`config.mk`:
```
export PLATFORM = sky130hd
export DESIGN_NAME = cell_txq_flush
export DESIGN_NICKNAME = d
export VERILOG_FILES = /design/src/rtl/cell_txq_pkg.sv /design/src/rtl/cell_txq_store.sv /design/src/rtl/cell_txq_wait.sv /design/src/rtl/cell_txq_status.sv /design/src/rtl/cell_txq_flush.sv
export SDC_FILE = /design/constraint.sdc
export NUM_CORES = 2
export LEC_CHECK = 0
export ABC_AREA = 1
export BUFFER_PORTS_ARGS = -buffer_cell sky130_fd_sc_hd__buf_2
export CORE_UTILIZATION = 30
export CTS_CLUSTER_DIAMETER = 150
export DETAILED_ROUTE_END_ITERATION = 8
export PLACE_DENSITY = 0.4
export RECOVER_POWER = 50
export SLEW_MARGIN = 25
export SYNTH_ARGS = -nofsm -noshare
export SYNTH_HDL_FRONTEND = slang
export SYNTH_SLANG_ARGS = --single-unit
```
`constraint.sdc`:
```
create_clock -name clk -period 9.2 [get_ports clk]
set_input_delay 1.38 -clock clk [delete_from_list [all_inputs] [get_ports clk]]
set_output_delay 1.38 -clock clk [all_outputs]
set_load 0.1 [all_outputs]
```
`src/rtl/cell_txq_pkg.sv`:
```
package cell_txq_pkg;
  timeunit 1ns;
  timeprecision 1ps;

  // What happens to the head cell on the coming edge
  typedef enum logic [1:0] {
    HD_NONE     = 2'd0,
    HD_SENT     = 2'd1,
    HD_TIMEOUT  = 2'd2,
    HD_DISABLED = 2'd3
  } head_evt_e;
endpackage

```
`src/rtl/cell_txq_store.sv`:
```
module cell_txq_store #(
  parameter int SLOTS = 9,
  parameter int BEATS = 53,
  parameter int PW    = 3,
  parameter int DW    = 8,
  localparam int CW   = $clog2(SLOTS + 1),
  localparam int SW   = $clog2(SLOTS),
  localparam int BW   = $clog2(BEATS),
  localparam int AW   = $clog2(SLOTS * BEATS)
) (
  input  logic          clk,
  input  logic          rst_n,
  input  logic          in_valid,
  output logic          in_ready,
  input  logic [DW-1:0] in_byte,
  input  logic [PW-1:0] in_port,
  input  logic [CW-1:0] cfg_depth,
  input  logic          pop,
  input  logic [BW-1:0] rd_beat,
  output logic          head_valid,
  output logic [PW-1:0] head_port,
  output logic [DW-1:0] rd_byte
);
  logic [DW-1:0] mem  [SLOTS*BEATS];
  logic [PW-1:0] pmem [SLOTS];

  logic [SW-1:0] wr_slot_q, wr_slot_d, rd_slot_q, rd_slot_d;
  logic [CW-1:0] count_q, count_d, eff_depth;
  logic [BW-1:0] wr_beat_q, wr_beat_d;
  logic [AW-1:0] wr_addr, rd_addr;
  logic          acc, commit;

  function automatic logic [SW-1:0] slot_inc(input logic [SW-1:0] s);
    return (s == SW'(SLOTS - 1)) ? '0 : s + SW'(1);
  endfunction

  assign eff_depth = (cfg_depth > CW'(SLOTS)) ? CW'(SLOTS) : cfg_depth;
  assign in_ready  = (wr_beat_q != '0) || (count_q < eff_depth);
  assign acc       = in_valid && in_ready;
  assign commit    = acc && (wr_beat_q == BW'(BEATS - 1));
  assign wr_addr   = AW'(wr_slot_q) * AW'(BEATS) + AW'(wr_beat_q);
  assign rd_addr   = AW'(rd_slot_q) * AW'(BEATS) + AW'(rd_beat);

  assign head_valid = (count_q != '0);
  assign head_port  = pmem[rd_slot_q];
  assign rd_byte    = mem[rd_addr];

  always_comb begin
    wr_beat_d = wr_beat_q;
    wr_slot_d = wr_slot_q;
    rd_slot_d = rd_slot_q;
    if (acc) wr_beat_d = commit ? '0 : wr_beat_q + BW'(1);
    if (commit) wr_slot_d = slot_inc(wr_slot_q);
    if (pop) rd_slot_d = slot_inc(rd_slot_q);
    count_d = count_q + CW'(commit) - CW'(pop);
  end

  always_ff @(posedge clk or negedge rst_n) begin
    if (!rst_n) begin
      wr_slot_q <= '0;
      rd_slot_q <= '0;
      count_q   <= '0;
      wr_beat_q <= '0;
    end else begin
      wr_slot_q <= wr_slot_d;
      rd_slot_q <= rd_slot_d;
      count_q   <= count_d;
      wr_beat_q <= wr_beat_d;
    end
  end

  // Payload storage carries no reset
  always_ff @(posedge clk) begin
    if (acc) mem[wr_addr] <= in_byte;
    if (acc && (wr_beat_q == '0)) pmem[wr_slot_q] <= in_port;
  end
endmodule

```
`src/rtl/cell_txq_wait.sv`:
```
module cell_txq_wait #(
  parameter int TW = 16
) (
  input  logic          clk,
  input  logic          rst_n,
  input  logic          waiting,
  input  logic          clav,
  input  logic          flush_en,
  input  logic [TW-1:0] thresh,
  output logic          timeout
);
  logic [TW-1:0] cnt_q, cnt_d;

  assign timeout = waiting && !clav && flush_en && (cnt_q == thresh);

  always_comb begin
    if (waiting && !clav && !timeout) cnt_d = cnt_q + TW'(1);
    else                              cnt_d = '0;
  end

  always_ff @(posedge clk or negedge rst_n) begin
    if (!rst_n) cnt_q <= '0;
    else        cnt_q <= cnt_d;
  end
endmodule

```
`src/rtl/cell_txq_status.sv`:
```
module cell_txq_status #(
  parameter int NPORT = 8,
  localparam int PW   = $clog2(NPORT)
) (
  input  logic             clk,
  input  logic             rst_n,
  input  logic             set_en,
  input  logic [PW-1:0]    set_port,
  input  logic             rd,
  input  logic             irq_mask,
  output logic [NPORT-1:0] status,
  output logic             flag,
  output logic             irq
);
  logic [NPORT-1:0] st_q, st_d;

  for (genvar p = 0; p < NPORT; p++) begin : g_bit
    logic hit;
    assign hit = set_en && (set_port == PW'(p));
    always_comb st_d[p] = (st_q[p] && !rd) || hit;
  end

  always_ff @(posedge clk or negedge rst_n) begin
    if (!rst_n) st_q <= '0;
    else        st_q <= st_d;
  end

  assign status = st_q;
  assign flag   = |st_q;
  assign irq    = flag && irq_mask;
endmodule

```
`src/rtl/cell_txq_flush.sv`:
```
module cell_txq_flush
  import cell_txq_pkg::*;
#(
  parameter int NPORT     = 8,
  parameter int MAX_CELLS = 9,
  parameter int BEATS     = 53,
  parameter int DW        = 8,
  parameter int TW        = 16,
  localparam int PW       = $clog2(NPORT),
  localparam int CW       = $clog2(MAX_CELLS + 1),
  localparam int BW       = $clog2(BEATS)
) (
  input  logic             clk,
  input  logic             rst_n,
  input  logic             in_valid,
  output logic             in_ready,
  input  logic [DW-1:0]    in_byte,
  input  logic [PW-1:0]    in_port,
  input  logic [CW-1:0]    cfg_depth,
  input  logic             cfg_flush_en,
  input  logic [TW-1:0]    cfg_thresh,
  input  logic [NPORT-1:0] cfg_port_dis,
  input  logic             cfg_irq_mask,
  output logic [PW-1:0]    tx_addr,
  output logic             tx_addr_valid,
  input  logic             tx_clav,
  output logic             tx_valid,
  output logic             tx_sop,
  output logic [DW-1:0]    tx_byte,
  input  logic             stat_rd,
  output logic [NPORT-1:0] port_status,
  output logic             discard_flag,
  output logic             irq
);
  logic          head_valid, head_dis, start, last, pop, timeout;
  logic [PW-1:0] head_port;
  logic          sending_q, sending_d;
  logic [BW-1:0] beat_q, beat_d;
  head_evt_e     evt;

  cell_txq_store #(.SLOTS(MAX_CELLS), .BEATS(BEATS), .PW(PW), .DW(DW)) store_i (
    .clk(clk), .rst_n(rst_n),
    .in_valid(in_valid), .in_ready(in_ready), .in_byte(in_byte), .in_port(in_port),
    .cfg_depth(cfg_depth), .pop(pop), .rd_beat(beat_q),
    .head_valid(head_valid), .head_port(head_port), .rd_byte(tx_byte)
  );

  cell_txq_wait #(.TW(TW)) wait_i (
    .clk(clk), .rst_n(rst_n), .waiting(tx_addr_valid), .clav(tx_clav),
    .flush_en(cfg_flush_en), .thresh(cfg_thresh), .timeout(timeout)
  );

  cell_txq_status #(.NPORT(NPORT)) status_i (
    .clk(clk), .rst_n(rst_n), .set_en(evt == HD_TIMEOUT), .set_port(head_port),
    .rd(stat_rd), .irq_mask(cfg_irq_mask),
    .status(port_status), .flag(discard_flag), .irq(irq)
  );

  assign head_dis      = cfg_port_dis[head_port];
  assign tx_addr       = head_port;
  assign tx_addr_valid = head_valid && !sending_q && !head_dis;
  assign start         = tx_addr_valid && tx_clav;
  assign last          = sending_q && (beat_q == BW'(BEATS - 1));
  assign tx_valid      = sending_q;
  assign tx_sop        = sending_q && (beat_q == '0);

  always_comb begin
    if (last)                                  evt = HD_SENT;
    else if (head_valid && !sending_q && head_dis) evt = HD_DISABLED;
    else if (timeout)                          evt = HD_TIMEOUT;
    else                                       evt = HD_NONE;
  end
  assign pop = (evt != HD_NONE);

  always_comb begin
    sending_d = sending_q;
    if (start)     sending_d = 1'b1;
    else if (last) sending_d = 1'b0;
    beat_d = '0;
    if (sending_q && !last) beat_d = beat_q + BW'(1);
  end

  always_ff @(posedge clk or negedge rst_n) begin
    if (!rst_n) begin
      sending_q <= 1'b0;
      beat_q    <= '0;
    end else begin
      sending_q <= sending_d;
      beat_q    <= beat_d;
    end
  end
endmodule

```
==> out/results.ini <==
[run_status]
outcome = finished, violations left
violations = capacitance limit, slew limit

[die]
core_um2 = 521900
ioPinCount = 71
dieArea_um2 = 528200
initial_utilization = 0.3020
die_h_um = 726.8
die_w_um = 726.8
fp-row-count = 265

[layout]
fill_cells = 51230
final_nets = 12660
drive_gt1_frac = 0.07166
layout.cells.non_filler = 19850
syn_to_final_growth_pct = 13.49

[worst_setup_path]
end_kind = primary output
cp-endpoint = tx_byte[4]
slowest_delay_ns = 0.90
critical_path.startpoint = store_i.rd_slot_q[0]
cp_common_cell = nand2_1
r2r_cells = 14
crit_chain = ha_1 > ha_1 > inv_1 > fa_4 > inv_8 > buf_12 > nand2_1 > nand2_1 > nand2_1 > nand2_1 > nand2_1 > nand3_1 > nand3_1 > nand3_1 > nand3_1 > nand2_1 > buf_2
required_ns = 7.82
crit_slowest_cell = fa_4
cp-start-kind = flop
worst_r2r_endpoint = store_i.mem[160][5]
crit_type = reg -> out
r2r_slack_ns = 2.79
crit_arrival_ns = 7.08
crit_fanout = 88
r2r-start = store_i.wr_slot_q[1]

[logic_synthesis]
synth_fa_ha_area_frac = 0.006066
yosysWarnings = 0
yosysUniqueCellTypes = 41
synth_top_family_by_area = simple AND/OR/NAND/NOR gates
syn_area_um2 = 157600
synthCells = 12750
synth_compound_area_frac = 0.09930
synth.area.mux_share = 0
synth_simple_gate_area_frac = 0.1221
synth_xor_area_frac = 0.002056
synth_nets = 12870
ys_seq_area_frac = 0.7400
syn-mean-instance-area_um2 = 12.36
ys_ff_latch = 3892

[sta]
hold_violations = 0
slew_viol_final = 3203
clock_skew_ns = 0.06384
rsz0062_at_grt = no
relSlewSlack = -3.382
worstMarginPinSlew_ns = 6.574
min_period_ns = 8.463
holdWs_ns = 0.4952
setup_viol = 0
fin_setup_tns_ns = 0
period_share = 0.9199
fmax_mhz = 118.2

[detailed_routing]
dr.pass1.iters = 6
wl_per_cell_um = 27.05
wl_mm = 537.0
drtIter0Drc = 9336
route.antenna.remaining_nets = 0
vias = 102600
via_per_inst = 5.169
drc = 0

[placed_design]
placedCellCount = 19050
hpwl_mm = 308.3
gp_congestion = 0.8309
port_buffers = 70

[global_routing]
grt_max_degree = 196
grt_pass1_vias = 99060
grt_pass1_wl_mm = 760.3
grt_use_total = 0.1963
antenna_found_initial = 34
grt.overflow.total = 0

[worst_hold_path]
worst_hold_path_type = reg -> reg
hp-start = wait_i.cnt_q[0]

[clocking]
cts.hold.buffers_added = 0
ctsResizeCount = 0
cts_buffers = 431
clk_latency_ns = 1.03
cts.path.max_buffers = 4
cts-root-buf = clkbuf_16
postCtsSetupRepairBufs = 0
cts_tree = yes
clk_pin_slew_ns = 0.06
h-tree-depth = 5
clock_sinks = 3892

[pwr]
powerDensity_nw_per_um2 = 253.6
peakVddDrop_v = 0.0006671
p_leak_nw = 56.62
total_power_mw = 45.35

[flow_run]
cap_viol_max_count = 41

## worst min path at each step
stage                               to  slack [ns]  depth (start not counted)
finish                 wait_i.cnt_q[0]        0.50                          1
global route           wait_i.cnt_q[0]        0.53                          1
CTS                 status_i.status[4]        0.45                          2
detailed placement     wait_i.cnt_q[0]        0.50                          1
global placement       wait_i.cnt_q[0]        0.49                          1
floorplan              wait_i.cnt_q[0]        0.45                          1
## Yosys cell counts (all sizes together)
cell type / number / area share
a21boi: 2 / 0.00012
a21oi: 71 / 0.0023
a31oi: 1 / 0.000040
buf: 387 / 0.014
clkbuf: 537 / 0.013
clkinv: 3 / 0.000071
dfrtp: 49 / 0.0078
edfxtp: 3843 / 0.73
fa: 9 / 0.0011
ha: 62 / 0.0049
inv: 160 / 0.0038
nand2: 1481 / 0.035
nand3: 925 / 0.029
nand3b: 1 / 0.00013
nand4: 6 / 0.00024
nor2: 2350 / 0.056
nor3: 17 / 0.00054
nor3b: 1 / 0.000048
nor4: 3 / 0.00012
o2111ai: 2 / 0.00011
o211ai: 28 / 0.0013
o21ai: 1870 / 0.059
o21bai: 2 / 0.000095
o221ai: 8 / 0.00044
o22ai: 892 / 0.035
o31ai: 1 / 0.000079
or2: 3 / 0.00012
xnor2: 13 / 0.00072
xor2: 24 / 0.0013
## state kept, by name, summed over array words and instances (netlist names)
signal / count
wait_i.cnt_q: 16
store_i.wr_slot_q: 4
tx_valid: 1
status_i.status: 8
store_i.pmem: 27
beat_q: 6
store_i.rd_slot_q: 4
store_i.count_q: 4
store_i.wr_beat_q: 6
store_i.mem: 3816
## per-stage QoR
step                        util  area [um^2]  setup WS, ns
after CTS                 0.3431       179100        0.6018
after global routing      0.3426       178800        0.3381
final                     0.3427       178900        0.7368
after detailed placement  0.3165       165200         1.700
after global placement    0.3164       165100         1.647
after floorplan                -       157600         4.151
## final cells by class
cell class	instances	area, um^2	area share
inverter	163	655.6	0.003666
timing repair buffer	279	2491	0.01393
clock inverter	264	2641	0.01477
clock buffer	525	11240	0.06287
tap	6942	8686	0.04856
multi-input combinational	7772	36480	0.2039
sequential	3892	116600	0.6521
antenna	13	32.53	0.0001819
## metal layers
metal | routed length [um] | global-route usage
met1 | 235800 | 0.2703
met4 | 14860 | 0.05375
met5 | 0 | 0
met3 | 27640 | 0.02304
met2 | 258600 | 0.3282
## cell usage in the layout (no fill, tap or decap), drive strengths merged
cell,instances
a21boi,2
a21oi,71
a31oi,1
buf,234
bufinv,42
clkbuf,569
clkinv,199
clkinvlp,16
dfrtp,49
diode,13
dlymetal6s4s,1
edfxtp,3843
fa,9
ha,62
inv,170
nand2,1481
nand3,925
nand3b,1
nand4,6
nor2,2350
nor3,17
nor3b,1
nor4,3
o2111ai,2
o211ai,28
o21ai,1870
o21bai,2
o221ai,8
o22ai,892
o31ai,1
or2,3
xnor2,13
xor2,24
## cells by family (layout without fill, tap and decap cells)
family / after synthesis / count (layout)
compound gates: 2877 / 2877
xor+xnor: 37 / 37
buf+inv: 1087 / 1231
flops: 3892 / 3892
simple gates: 4787 / 4787
other cells: 0 / 13
fa+ha+maj: 71 / 71
## power by group
part	internal, mW	leakage (nW)	switching (mW)
Sequential	20.3	35.2	0.154
Combinational	0.900	14.7	6.75
Clock	9.86	6.75	7.36
Total	31.1	56.6	14.3
## worst max-delay path, delay by kind of cell, from the launching register on
family                     cells  cell delay [ns]
DFF                            1             0.87
buffers and inverters          4             1.67
adders and majority gates      3             1.56
and+or+nand+nor               10             1.78
Note: power is estimated with default switching activity, not from simulation.
